$ cat src/rtl/renameMapPkg.sv
package renameMapPkg;

  typedef enum logic [1:0] {
    OP_ALU  = 2'd0,
    OP_MOV  = 2'd1,
    OP_ADDI = 2'd2,
    OP_CMOV = 2'd3
  } renOp_e;

  // Strobes from the control to the datapath for one cycle.
  typedef struct packed {
    logic doRename;
    logic doFold;
    logic addImm;
    logic wrFlags;
    logic doRestore;
  } mapStrobe_t;

endpackage

$ cat src/rtl/renameCtrl.sv
module renameCtrl
  import renameMapPkg::*;
(
  input  logic       inValid,
  input  logic [1:0] inOp,
  input  logic       inWrFlags,
  input  logic       restoreValid,
  output mapStrobe_t strobe,
  output logic       usesFlags
);

  renOp_e opCode;
  logic   foldable;

  assign opCode   = renOp_e'(inOp);
  assign foldable = (opCode == OP_MOV) || (opCode == OP_ADDI);

  always_comb begin
    strobe.doRestore = restoreValid;
    // A restore wins over a rename in the same cycle.
    strobe.doRename  = inValid && !restoreValid;
    strobe.doFold    = strobe.doRename && foldable;
    strobe.addImm    = strobe.doRename && (opCode == OP_ADDI);
    strobe.wrFlags   = strobe.doRename && !foldable && inWrFlags;
  end

  assign usesFlags = inValid && (opCode == OP_CMOV);

endmodule

$ cat src/rtl/renameData.sv
module renameData
  import renameMapPkg::*;
#(
  parameter int NUM_ARCH = 16,
  parameter int TAG_W    = 7,
  parameter int OFS_W    = 16,
  parameter int CK_DEPTH = 8,
  localparam int AREG_W  = $clog2(NUM_ARCH),
  localparam int SLOT_W  = $clog2(CK_DEPTH)
) (
  input  logic              clk,
  input  logic              rstN,
  input  mapStrobe_t        strobe,
  input  logic [AREG_W-1:0] inDst,
  input  logic [AREG_W-1:0] inSrcA,
  input  logic [AREG_W-1:0] inSrcB,
  input  logic [OFS_W-1:0]  inImm,
  input  logic [SLOT_W-1:0] restoreSlot,
  output logic [TAG_W-1:0]  srcATag,
  output logic [OFS_W-1:0]  srcAOfs,
  output logic [TAG_W-1:0]  srcBTag,
  output logic [OFS_W-1:0]  srcBOfs,
  output logic [TAG_W-1:0]  flagTag,
  output logic [TAG_W-1:0]  dstTag,
  output logic [OFS_W-1:0]  dstOfs,
  output logic [SLOT_W-1:0] ckSlot
);

  localparam int FIRST_FREE = NUM_ARCH + 1;
  localparam int LAST_TAG   = (1 << TAG_W) - 1;

  wire [NUM_ARCH-1:0][TAG_W-1:0]               mapTag;
  wire [NUM_ARCH-1:0][OFS_W-1:0]               mapOfs;
  wire [CK_DEPTH-1:0][NUM_ARCH-1:0][TAG_W-1:0] ckTag;
  wire [CK_DEPTH-1:0][NUM_ARCH-1:0][OFS_W-1:0] ckOfs;
  wire [CK_DEPTH-1:0][TAG_W-1:0]               ckFlag;

  logic [TAG_W-1:0]  flagReg;
  logic [TAG_W-1:0]  allocReg;
  logic [TAG_W-1:0]  allocNext;
  logic [SLOT_W-1:0] ckPtr;
  logic [SLOT_W-1:0] ckPtrNext;

  // Lookups read the table as it stands before this cycle's write.
  assign srcATag = mapTag[inSrcA];
  assign srcAOfs = mapOfs[inSrcA];
  assign srcBTag = mapTag[inSrcB];
  assign srcBOfs = mapOfs[inSrcB];
  assign flagTag = flagReg;
  assign ckSlot  = ckPtr;

  assign dstTag = strobe.doFold ? srcATag : allocReg;
  assign dstOfs = strobe.doFold ? (srcAOfs + (strobe.addImm ? inImm : '0)) : '0;

  assign allocNext = (allocReg == TAG_W'(LAST_TAG)) ? TAG_W'(FIRST_FREE) : allocReg + 1'b1;
  assign ckPtrNext = (ckPtr == SLOT_W'(CK_DEPTH - 1)) ? '0 : ckPtr + 1'b1;

  // One register pair per architectural entry.
  for (genvar e = 0; e < NUM_ARCH; e++) begin : gEntry
    logic [TAG_W-1:0] entTag;
    logic [OFS_W-1:0] entOfs;
    always_ff @(posedge clk or negedge rstN) begin
      if (!rstN) begin
        entTag <= TAG_W'(e);
        entOfs <= '0;
      end else if (strobe.doRestore) begin
        entTag <= ckTag[restoreSlot][e];
        entOfs <= ckOfs[restoreSlot][e];
      end else if (strobe.doRename && (inDst == AREG_W'(e))) begin
        entTag <= dstTag;
        entOfs <= dstOfs;
      end
    end
    assign mapTag[e] = entTag;
    assign mapOfs[e] = entOfs;
  end

  // Checkpoint ring: the slot under ckPtr captures the pre-rename table.
  for (genvar s = 0; s < CK_DEPTH; s++) begin : gSlot
    logic [NUM_ARCH-1:0][TAG_W-1:0] slotTag;
    logic [NUM_ARCH-1:0][OFS_W-1:0] slotOfs;
    logic [TAG_W-1:0]               slotFlag;
    always_ff @(posedge clk or negedge rstN) begin
      if (!rstN) begin
        for (int i = 0; i < NUM_ARCH; i++) begin
          slotTag[i] <= TAG_W'(i);
          slotOfs[i] <= '0;
        end
        slotFlag <= TAG_W'(NUM_ARCH);
      end else if (strobe.doRename && (ckPtr == SLOT_W'(s))) begin
        slotTag  <= mapTag;
        slotOfs  <= mapOfs;
        slotFlag <= flagReg;
      end
    end
    assign ckTag[s]  = slotTag;
    assign ckOfs[s]  = slotOfs;
    assign ckFlag[s] = slotFlag;
  end

  always_ff @(posedge clk or negedge rstN) begin
    if (!rstN) begin
      flagReg  <= TAG_W'(NUM_ARCH);
      allocReg <= TAG_W'(FIRST_FREE);
      ckPtr    <= '0;
    end else if (strobe.doRestore) begin
      flagReg <= ckFlag[restoreSlot];
      ckPtr   <= restoreSlot;
    end else if (strobe.doRename) begin
      ckPtr <= ckPtrNext;
      if (!strobe.doFold) allocReg <= allocNext;
      if (strobe.wrFlags) flagReg <= allocReg;
    end
  end

endmodule

$ cat src/rtl/renameMap.sv
module renameMap
  import renameMapPkg::*;
#(
  parameter int NUM_ARCH = 16,
  parameter int TAG_W    = 7,
  parameter int OFS_W    = 16,
  parameter int CK_DEPTH = 8,
  localparam int AREG_W  = $clog2(NUM_ARCH),
  localparam int SLOT_W  = $clog2(CK_DEPTH)
) (
  input  logic              clk,
  input  logic              rstN,
  input  logic              inValid,
  input  logic [1:0]        inOp,
  input  logic [AREG_W-1:0] inDst,
  input  logic [AREG_W-1:0] inSrcA,
  input  logic [AREG_W-1:0] inSrcB,
  input  logic [OFS_W-1:0]  inImm,
  input  logic              inWrFlags,
  input  logic              restoreValid,
  input  logic [SLOT_W-1:0] restoreSlot,
  output logic [TAG_W-1:0]  srcATag,
  output logic [OFS_W-1:0]  srcAOfs,
  output logic [TAG_W-1:0]  srcBTag,
  output logic [OFS_W-1:0]  srcBOfs,
  output logic [TAG_W-1:0]  flagTag,
  output logic              usesFlags,
  output logic [TAG_W-1:0]  dstTag,
  output logic [OFS_W-1:0]  dstOfs,
  output logic              folded,
  output logic [SLOT_W-1:0] ckSlot
);

  mapStrobe_t strobe;

  renameCtrl uCtrl (
    .inValid      (inValid),
    .inOp         (inOp),
    .inWrFlags    (inWrFlags),
    .restoreValid (restoreValid),
    .strobe       (strobe),
    .usesFlags    (usesFlags)
  );

  renameData #(
    .NUM_ARCH (NUM_ARCH),
    .TAG_W    (TAG_W),
    .OFS_W    (OFS_W),
    .CK_DEPTH (CK_DEPTH)
  ) uData (
    .clk         (clk),
    .rstN        (rstN),
    .strobe      (strobe),
    .inDst       (inDst),
    .inSrcA      (inSrcA),
    .inSrcB      (inSrcB),
    .inImm       (inImm),
    .restoreSlot (restoreSlot),
    .srcATag     (srcATag),
    .srcAOfs     (srcAOfs),
    .srcBTag     (srcBTag),
    .srcBOfs     (srcBOfs),
    .flagTag     (flagTag),
    .dstTag      (dstTag),
    .dstOfs      (dstOfs),
    .ckSlot      (ckSlot)
  );

  assign folded = strobe.doFold;

endmodule

$ cat config.mk
export PLATFORM = sky130hd
export DESIGN_NAME = renameMap
export DESIGN_NICKNAME = d
export VERILOG_FILES = /design/src/rtl/renameMapPkg.sv /design/src/rtl/renameCtrl.sv /design/src/rtl/renameData.sv /design/src/rtl/renameMap.sv
export SDC_FILE = /design/constraint.sdc
export NUM_CORES = 2
export LEC_CHECK = 0
export BUFFER_PORTS_ARGS = -buffer_cell sky130_fd_sc_hd__buf_4
export CORE_UTILIZATION = 40
export DETAILED_ROUTE_END_ITERATION = 12
export HOLD_SLACK_MARGIN = 0.12
export PLACE_DENSITY_LB_ADDON = 0.08
export SLEW_MARGIN = 20
export SYNTH_ARGS = -nofsm -noshare
export SYNTH_HDL_FRONTEND = slang
export SYNTH_SLANG_ARGS = --single-unit
$ cat constraint.sdc
create_clock -name clk -period 5.5 [get_ports clk]
set_input_delay 0.55 -clock clk [delete_from_list [all_inputs] [get_ports clk]]
set_output_delay 0.55 -clock clk [all_outputs]
set_load 0.01 [all_outputs]
==> impl_metrics.ini <==
[die]
initial_utilization_pct = 40.2
core-area_um2 = 389000
fp.dieH_um = 628
ios = 119
die_area_um2 = 394000
dieWidth_um = 628
num_rows = 229

[place]
hpwl_mm = 275
pre_cts_ws_ps = -174
globalplace.congestion = 0.782
dpl-instance-area_um2 = 163000
port_buffers = 118

[power_and_ir_drop]
total_power_mw = 82.3
ir_worst_vdd_mv = 0.261
powerDensity_nw_per_um2 = 466
leakage_nw = 77.7

[logic_synthesis]
syn_area_per_cell_um2 = 15.3
ys_ff_latch = 3385
ys_seq_area_share_pct = 54.3
yosys.area.top_type = dfrtp_1
synth-edff-count = 0
yosysTopAreaCellShare_pct = 49.3
synth.cell_area_um2 = 157000
ys.flop_type = dfrtp_1
synth_cells = 10300
yosysUniqueCellTypes = 56
syn-num-nets = 10300
yosys_warnings = 0
synth_area_leaders = dfrtp_1 (49%), mux2_2 (23%), mux4_2 (14%), dfstp_2 (5.0%), clkbuf_1 (1.9%)
async_flop_share_pct = 100

[clock_tree]
clk_path_buf_depth = 4
clock_latency_ps = 990
cts.sinks = 3385
root_buffer = clkbuf_16
clk_pin_slew_ps = 60
cts_tree = built
numCtsBuffers = 383
htreeDepth = 5

[worst_setup_path]
worstPathRequired_ps = 4950
rrSetupSlack_ps = 1250
critPathMaxStageDelay_ps = 620
crit_path_max_fanout = 11
crit_slowest_cell = mux4_2
worst_setup_path_start_kind = flop
critical_path_class = flop to output port
path_buf_inv = 2
arrival_ps = 4830
crit_chain = mux4_2 > mux4_2 > ha_2 > o211ai_1 > o211ai_1 > a22o_1 > a221oi_4 > xor2_1 > nor2_1 > buf_4 > buf_4
end_kind = output port
cp_top_family = compound AO/OA/AOI/OAI gates

[final_layout]
fin_area_um2 = 176000
drive_gt1_share_pct = 54.8
syn_to_final_growth_pct = 12.6
nets = 9998

[global_routing]
grtUsageTotal_pct = 24.4
grt_start_max_net_pins = 157
grt_first_pass_wirelength_mm = 705
grt.overflow.total = 0
grt_pass1_vias = 97500
antenna_found_initial = 27

[timing]
period_share_pct = 97.8
hold_viol_final = 0
final-setup-viol-count = 0
period_minus_slack_ps = 5380
rsz0062_at_grt = true
fmax_mhz = 186
layout_setup_ws_ps = 120
drv_slew = 0
tightest_slew_ps = 1190
skew_ps = 60.8
slew_headroom_pct = 20.7

[routing]
drt-initial-drc-count = 6026
wl_per_cell_um = 30.9
dr.pass1.iters = 8
vias = 90300
ant_nets = 0
drcViolationCount = 0
wirelength_mm = 477
via_per_inst = 5.84

[worst_hold_path]
hold_path_class = primary input to async pin

[run_status]
status = complete, no violations

[job]
cap_viol_max_count = 0
layout by cell type (no fill, tap or decap), drive strengths merged, types with 12 or more instances in the layout:
cell / synthesis / layout
nor2: 325 / 325
inv: 20 / 30
buf: 354 / 414
clkinv: 0 / 59
and3: 22 / 22
o211ai: 18 / 18
mux2: 3224 / 3224
mux4: 979 / 979
a22oi: 80 / 80
bufinv: 0 / 25
clkbuf: 775 / 593
nand3: 41 / 41
diode: 0 / 13
dfstp: 299 / 299
dfrtp: 3086 / 3086
mux2i: 112 / 112
ha: 24 / 24
a221o: 16 / 16
nand2: 246 / 246
a21o: 17 / 17
a22o: 17 / 17
o21ai: 122 / 122
nand4: 36 / 36
a31oi: 118 / 118
xnor2: 12 / 12
a21oi: 268 / 268
logic make-up (layout without fill, tap and decap cells):
logic type,after synthesis,in the layout,synth area share (%)
buffers and inverters,1149,1134,3.01
xor gates and xnor gates,16,16,0.0990
and+or+nand+nor,689,689,1.81
other,0,13,0
DFF,3385,3385,54.3
AOI/OAI and AO/OA,682,682,2.61
adders and majority gates,25,25,0.204
muxes,4315,4315,38.0
path summary, 6_finish.rpt:
path / from / to / cells after the start
setup reg to reg: uData.gEntry[14].entOfs[2] / uData.gEntry[4].entOfs[11] / 11
setup / recovery: uData.gEntry[14].entOfs[2] / dstOfs[13] / 11
hold reg to reg: uData.ckOfs[944] / uData.ckOfs[944] / 1
max in group asynchronous: rstN / uData.gEntry[13].entOfs[0] / 4
min in group clk: inOp[1] / uData.allocReg[2] / 4
hold / removal: rstN / uData.gSlot[7].slotFlag[6] / 2
cell usage after synthesis, types with 2 or more instances:
cell type  number
a211oi_1        3
a21o_1         17
a21oi_1       268
a221o_1        16
a22o_1         17
a22oi_1        80
a31o_2          4
a31oi_1       118
and2_1          3
and3_1         22
buf_1          66
buf_2         282
buf_6           6
clkbuf_1      775
dfrtp_1      3086
dfstp_2       299
ha_1           24
inv_1          19
mux2_2       3224
mux2i_1       111
mux4_2        979
nand2_1       246
nand3_1        41
nand4_1        36
nor2_1        325
nor2b_1         4
nor3_1          3
o211ai_1       18
o21a_1          2
o21ai_0        52
o21ai_1        70
o21bai_1        2
o22a_1          6
o31a_1          2
or3_1           2
xnor2_1        11
xor2_1          3
metal layers:
| layer | GRT usage, % | vias to the layer above | part of all wire [%] |
|---|---|---|---|
| met1 | 32.8 | 50300 | 43 |
| met4 | 6.81 | 6 | 2.7 |
| met3 | 3.65 | 639 | 4.6 |
| met5 | 0 | - | 0.0086 |
| li1 | - | 37400 | - |
| met2 | 41.0 | 1948 | 50 |
metrics by stage:
stage	util [%]	TNS (ps)	hold WS, ps	cells
4_1_cts	45.3	-0.0502	140	15400
6_report	45.3	0	151	15500
3_3_place_gp	42.0	-172	481	14700
5_1_grt	45.3	-7.79	168	15400
2_1_floorplan	-	0	254	10300
3_5_place_dp	42.0	-174	487	14700
cell type report:
| type | instances | area (µm²) |
|---|---|---|
| clock inverter | 103 | 1340 |
| fill | 34000 | 213000 |
| sequential | 3385 | 85100 |
| timing repair buffer | 418 | 4560 |
| clock buffer | 593 | 11400 |
| multi-input combinational | 5727 | 67400 |
| antenna | 13 | 32.5 |
| inverter | 20 | 80.1 |
| tap | 5197 | 6500 |
registers in the layout (all words and copies together), names as in the netlist:
name                  cells
uData.gEntry.entOfs     256
uData.gEntry.entTag     112
uData.ckOfs            2048
uData.ckTag             896
uData.allocReg            7
uData.ckSlot              3
uData.flagTag             7
uData.gSlot.slotFlag     56
power breakdown:
group | internal, mW | switching, mW | leakage, nW
clock | 15.4 | 10.6 | 6.26
sequential | 33.8 | 5.44 | 43.0
combinational | 10.9 | 6.14 | 28.4
repair_timing:
| item | 4_1_cts | 5_1_grt |
|---|---|---|
| endpoints found under the hold margin | 131 | 0 |
| gates resized for setup | 34 | 31 |
| setup buffers | 1 | 1 |
| pin swaps | 2 | 2 |
| endpoints found under the setup margin | 8 | 7 |
| hold buffers | 4 | 0 |
(Power assumes the default switching activity.)
